`config.mk`:
```
export PLATFORM = sky130hd
export DESIGN_NAME = win3_halfrate_adder
export DESIGN_NICKNAME = d
export VERILOG_FILES = /design/src/rtl/win3_pkg.sv /design/src/rtl/win3_ctrl.sv /design/src/rtl/win3_datapath.sv /design/src/rtl/win3_halfrate_adder.sv
export SDC_FILE = /design/constraint.sdc
export NUM_CORES = 1
export LEC_CHECK = 0
export ABC_AREA = 1
export BUFFER_PORTS_ARGS = -buffer_cell sky130_fd_sc_hd__buf_2
export CORE_MARGIN = 2
export CORE_UTILIZATION = 30
export DETAILED_ROUTE_END_ITERATION = 16
export PLACE_DENSITY_LB_ADDON = 0.3
export SLEW_MARGIN = 10
export SYNTH_ARGS = -nofsm -noshare
export SYNTH_HDL_FRONTEND = slang
export SYNTH_SLANG_ARGS = --single-unit
```
`constraint.sdc`:
```
create_clock -name clk -period 1.29 [get_ports clk]
set_input_delay 0.0645 -clock clk [delete_from_list [all_inputs] [get_ports clk]]
set_output_delay 0.0645 -clock clk [all_outputs]
set_load 0.02 [all_outputs]
```
`src/rtl/win3_pkg.sv`:
```
package win3_pkg;
  // Per-cycle strobes the control issues to the datapath.
  typedef struct packed {
    logic capPair;   // latch laneLo/laneHi as b[n], b[n+1]
    logic capThird;  // latch laneLo as b[n+2] into the delay register
    logic addPair;   // first adder: b[n] + b[n+1]
    logic addThird;  // second adder: partial + b[n+2]
    logic emit;      // load the output register
  } win3_strobe_t;
endpackage

```
`src/rtl/win3_ctrl.sv`:
```
module win3_ctrl
  import win3_pkg::*;
(
  input  logic         clk,
  input  logic         rst,
  output win3_strobe_t strobe,
  output logic         pairSlot
);
  logic pairPhase;

  always_ff @(posedge clk) begin
    if (rst) pairPhase <= 1'b1;
    else     pairPhase <= ~pairPhase;
  end

  always_comb begin
    strobe.capPair  = pairPhase  & ~rst;
    strobe.addThird = pairPhase  & ~rst;
    strobe.capThird = ~pairPhase & ~rst;
    strobe.addPair  = ~pairPhase & ~rst;
    strobe.emit     = ~pairPhase & ~rst;
  end

  assign pairSlot = pairPhase;
endmodule

```
`src/rtl/win3_datapath.sv`:
```
module win3_datapath
  import win3_pkg::*;
#(
  parameter int SAMPLE_W = 8
) (
  input  logic                  clk,
  input  logic                  rst,
  input  win3_strobe_t          strobe,
  input  logic [SAMPLE_W-1:0]   laneLo,
  input  logic [SAMPLE_W-1:0]   laneHi,
  output logic [SAMPLE_W+1:0]   sumOut,
  output logic                  sumValid
);
  localparam int PART_W = SAMPLE_W + 1;
  localparam int SUM_W  = SAMPLE_W + 2;

  logic [SAMPLE_W-1:0] pairLo, pairHi, thirdHold;
  logic [PART_W-1:0]   partial;
  logic [SUM_W-1:0]    total, outReg;
  logic                vPair, vPart, vTotal, vOut;

  always_ff @(posedge clk) begin
    if (rst) begin
      pairLo    <= '0;
      pairHi    <= '0;
      thirdHold <= '0;
      partial   <= '0;
      total     <= '0;
      outReg    <= '0;
      vPair     <= 1'b0;
      vPart     <= 1'b0;
      vTotal    <= 1'b0;
      vOut      <= 1'b0;
    end else begin
      if (strobe.capPair) begin
        pairLo <= laneLo;
        pairHi <= laneHi;
        vPair  <= 1'b1;
      end
      if (strobe.capThird) begin
        thirdHold <= laneLo;
      end
      if (strobe.addPair) begin
        partial <= PART_W'(pairLo) + PART_W'(pairHi);
        vPart   <= vPair;
      end
      if (strobe.addThird) begin
        total  <= SUM_W'(partial) + SUM_W'(thirdHold);
        vTotal <= vPart;
      end
      if (strobe.emit) begin
        outReg <= total;
      end
      vOut <= strobe.emit & vTotal;
    end
  end

  assign sumOut   = outReg;
  assign sumValid = vOut;
endmodule

```
`src/rtl/win3_halfrate_adder.sv`:
```
module win3_halfrate_adder
  import win3_pkg::*;
#(
  parameter int SAMPLE_W = 8
) (
  input  logic                clk,
  input  logic                rst,
  input  logic [SAMPLE_W-1:0] laneLo,
  input  logic [SAMPLE_W-1:0] laneHi,
  output logic                pairSlot,
  output logic [SAMPLE_W+1:0] sumOut,
  output logic                sumValid
);
  win3_strobe_t strobe;

  win3_ctrl u_ctrl (
    .clk      (clk),
    .rst      (rst),
    .strobe   (strobe),
    .pairSlot (pairSlot)
  );

  win3_datapath #(.SAMPLE_W(SAMPLE_W)) u_dp (
    .clk      (clk),
    .rst      (rst),
    .strobe   (strobe),
    .laneLo   (laneLo),
    .laneHi   (laneHi),
    .sumOut   (sumOut),
    .sumValid (sumValid)
  );
endmodule

```
==> results.cfg <==
[detailed_routing]
num_vias = 2235
first_pass_iters = 4
avgViaCountPerCell = 4.45
antenna_left = 0
drt_iter0_markers = 57
wl_per_cell_um = 11.4
drc = 0
wl_um = 5720

[floorplanning]
initial_core_util_pct = 30.9
num_rows = 33
die_w_um = 95.9
io_pins = 30
die_area_um2 = 9200
core_um2 = 8220
fp.dieH_um = 95.9

[setup_path]
crit_arrival_ns = 1.57
rrSetupSlack_ns = -0.05
setup.worst_path.start = u_dp.partial[7]
cp-endpoint = u_dp.total[8]
r2r_cells = 7
timing.rr.start = u_dp.partial[7]
r2r-end = u_dp.total[8]
critPathCaptureType = flip-flop
cp-start-kind = flip-flop
crit_fanout = 5
criticalPathCategory = flip-flop to flip-flop
crit_required_ns = 1.52

[logic_synthesis]
synth.distinct_cells = 22
yosysSeqAreaShare_pct = 45.8
netlist_area_um2 = 2530
ys_ff_latch = 58
syn_inst = 330
yosys_warnings = 0
syn_area_per_cell_um2 = 7.68
syn_nets = 366

[sta]
min_period_over_period_pct = 104
hold_violations = 0
max_freq_mhz = 746
min_period_ns = 1.34
setup_violations = 6
rsz0062_at_grt = yes
slew_headroom_pct = 84.1
tightest_slew_ns = 0.236
slew_viol_final = 0
finClkSkew_ns = 0.00661
setup_ws_ns = -0.0508

[clock_tree]
clockRootBuffer = clkbuf_8
clock_latency_ns = 0.34
h-tree-depth = 3
clk_pin_slew_worst_paths_ns = 0.07
cts.sinks = 58
cts_buffer_depth = 2
cts_tree = yes
cts_made_buffers = 9

[worst_hold_path]
hold_path.class = input port to flip-flop

[cells_and_area]
final_nets = 428
regArea_um2 = 1180
syn_to_final_growth_pct = 39.7
multi_input_area_um2 = 1390
drive_gt1_share_pct = 30.2
fill_cells = 820
fin_cells = 502
diodes = 0

[power_and_ir_drop]
leakage_uw = 0.00172
fin_total_pwr_uw = 4680
power_density_nw_per_um2 = 1320
ir_worst_vdd_mv = 0.496

[global_route]
grt_usage_pct = 14.2
antenna_found_initial = 0
grt-ovfl-total = 0
grt_max_degree = 19
first_global_vias = 2232
grt_pass1_wl_um = 9890

[placed_design]
port_buffers = 29
post-place-ws_ns = -0.102
hpwl_um = 4090
dpl.cell_count = 472
gp_congestion = 0.815

[outcome]
outcome = finished with violations
violations = setup timing

[run]
cap_violations = 0
## report_power, final
| group | total (uW) | internal, uW | leakage [uW] | switching (uW) |
|---|---|---|---|---|
| Combinational | 597 | 298 | 0.00111 | 300 |
| Sequential | 1980 | 1900 | 0.000480 | 79.2 |
| Clock | 2100 | 1380 | 0.000129 | 722 |
| Total | 4680 | 3580 | 0.00172 | 1100 |
## critical path: stages, from the launching register on
cell,delay [ns]
dfxtp_1,0.33
ha_1,0.35
inv_1,0.10
o21ai_0,0.12
nor2_2,0.16
nand2_1,0.07
nand2_1,0.05
nand3_1,0.06
## worst min-delay path by stage
| stage | start | end | slack (ns) | depth (start not counted) |
|---|---|---|---|---|
| 5_1_grt | laneLo[2] | u_dp.pairLo[2] | 0.01 | 3 |
| 3_3_place_gp | laneHi[5] | u_dp.pairHi[5] | 0.28 | 2 |
| 3_5_place_dp | laneHi[3] | u_dp.pairHi[3] | 0.28 | 2 |
| 6_report | laneLo[2] | u_dp.pairLo[2] | 0.01 | 3 |
| 2_1_floorplan | laneHi[0] | u_dp.pairHi[0] | 0.19 | 1 |
| 4_1_cts | laneLo[3] | u_dp.pairLo[3] | 0.003 | 3 |
## cell usage in the layout, fill, tap and decap left out
master         netlist  final
inv_4                1      1
nand2_2              0      8
o21ai_0             13     10
o22ai_1              3      3
o21ai_1             15     18
inv_2                3      5
nand4_1              2      2
buf_6                0      1
ha_1                16      4
nand3_2              0      7
nor2_1               9      7
o21a_1               1      1
a22o_1               9      9
dfxtp_4              0      1
clkinv_2             0      2
dfxtp_1             58     46
ha_4                 0     12
buf_4                3     16
nor2_2               1      3
bufinv_16            0      3
fa_2                 0      2
buf_2                5     29
nand3_1             21     14
clkbuf_8             0     11
a21oi_1             12      8
inv_1               42     40
nor2_4               1      1
nand2_1            111    103
buf_12               0      1
xnor2_2              0      1
a21oi_2              0      4
dlygate4sd3_1        0     12
dfxtp_2              0     11
nand2_4              1      1
## kinds of logic after synthesis
logic type,count (synthesis),synth area share [%]
AO/OA/AOI/OAI,53,12.0
AND/OR/NAND/NOR,146,23.5
adder cells (fa/ha/maj),18,9.48
buffers and inverters,54,8.79
XOR/XNOR,1,0.346
flip-flops,58,45.8
## layout make-up
cell class                      instances  area share [%]
Timing Repair Buffer                   59            11.8
Clock inverter                          5            2.83
Sequential cell                        58            33.3
Clock buffer                           11            4.27
Inverter                               46            4.95
Tap cell                              105            3.71
Multi-Input combinational cell        218            39.2
## per-layer routing
layer | share of wire, % | track usage (%)
met1 | 47 | 16.3
met2 | 47 | 23.9
met3 | 3.7 | 3.92
met4 | 2.2 | 7.50
met5 | 0 | 0
## metrics by stage
step	area, um2	hold WS [ns]	utilization [%]	setup TNS, ns
after floorplan	2580	0.190	-	-0.0387
after global placement	2950	0.275	35.9	-0.314
after detailed placement	2950	0.282	35.9	-0.577
after CTS	3380	0.00292	41.2	-0.263
after global routing	3540	0.0123	43.1	-1.01
final	3540	0.0136	43.1	-0.242
## cell usage after synthesis, drive strengths merged
cell | instances | area share [%]
ha | 16 | 7.9
o21a | 1 | 0.30
nor2 | 11 | 2.0
o21ai | 28 | 5.5
xnor2 | 1 | 0.35
o22ai | 3 | 0.74
buf | 8 | 1.9
nand4 | 2 | 0.49
fa | 2 | 1.6
inv | 46 | 6.9
a21oi | 12 | 2.4
dfxtp | 58 | 46
nand2 | 112 | 17
a22o | 9 | 3.1
nand3 | 21 | 4.1
## sequential cells by signal, summed over array words and instances, names as in the netlist, 8 cells and up
register        cells
u_dp.sumOut        10
u_dp.pairLo         8
u_dp.partial        9
u_dp.pairHi         8
u_dp.total         10
u_dp.thirdHold      8
## timing repair
action                     in CTS  in global routing
setup buffers                   1                  1
setup endpoints to repair      13                 14
hold endpoints to repair       13                  1
pin swaps                      11                  5
hold buffers                   11                  1
gates resized for setup        12                 31
(Power assumes the default switching activity.)
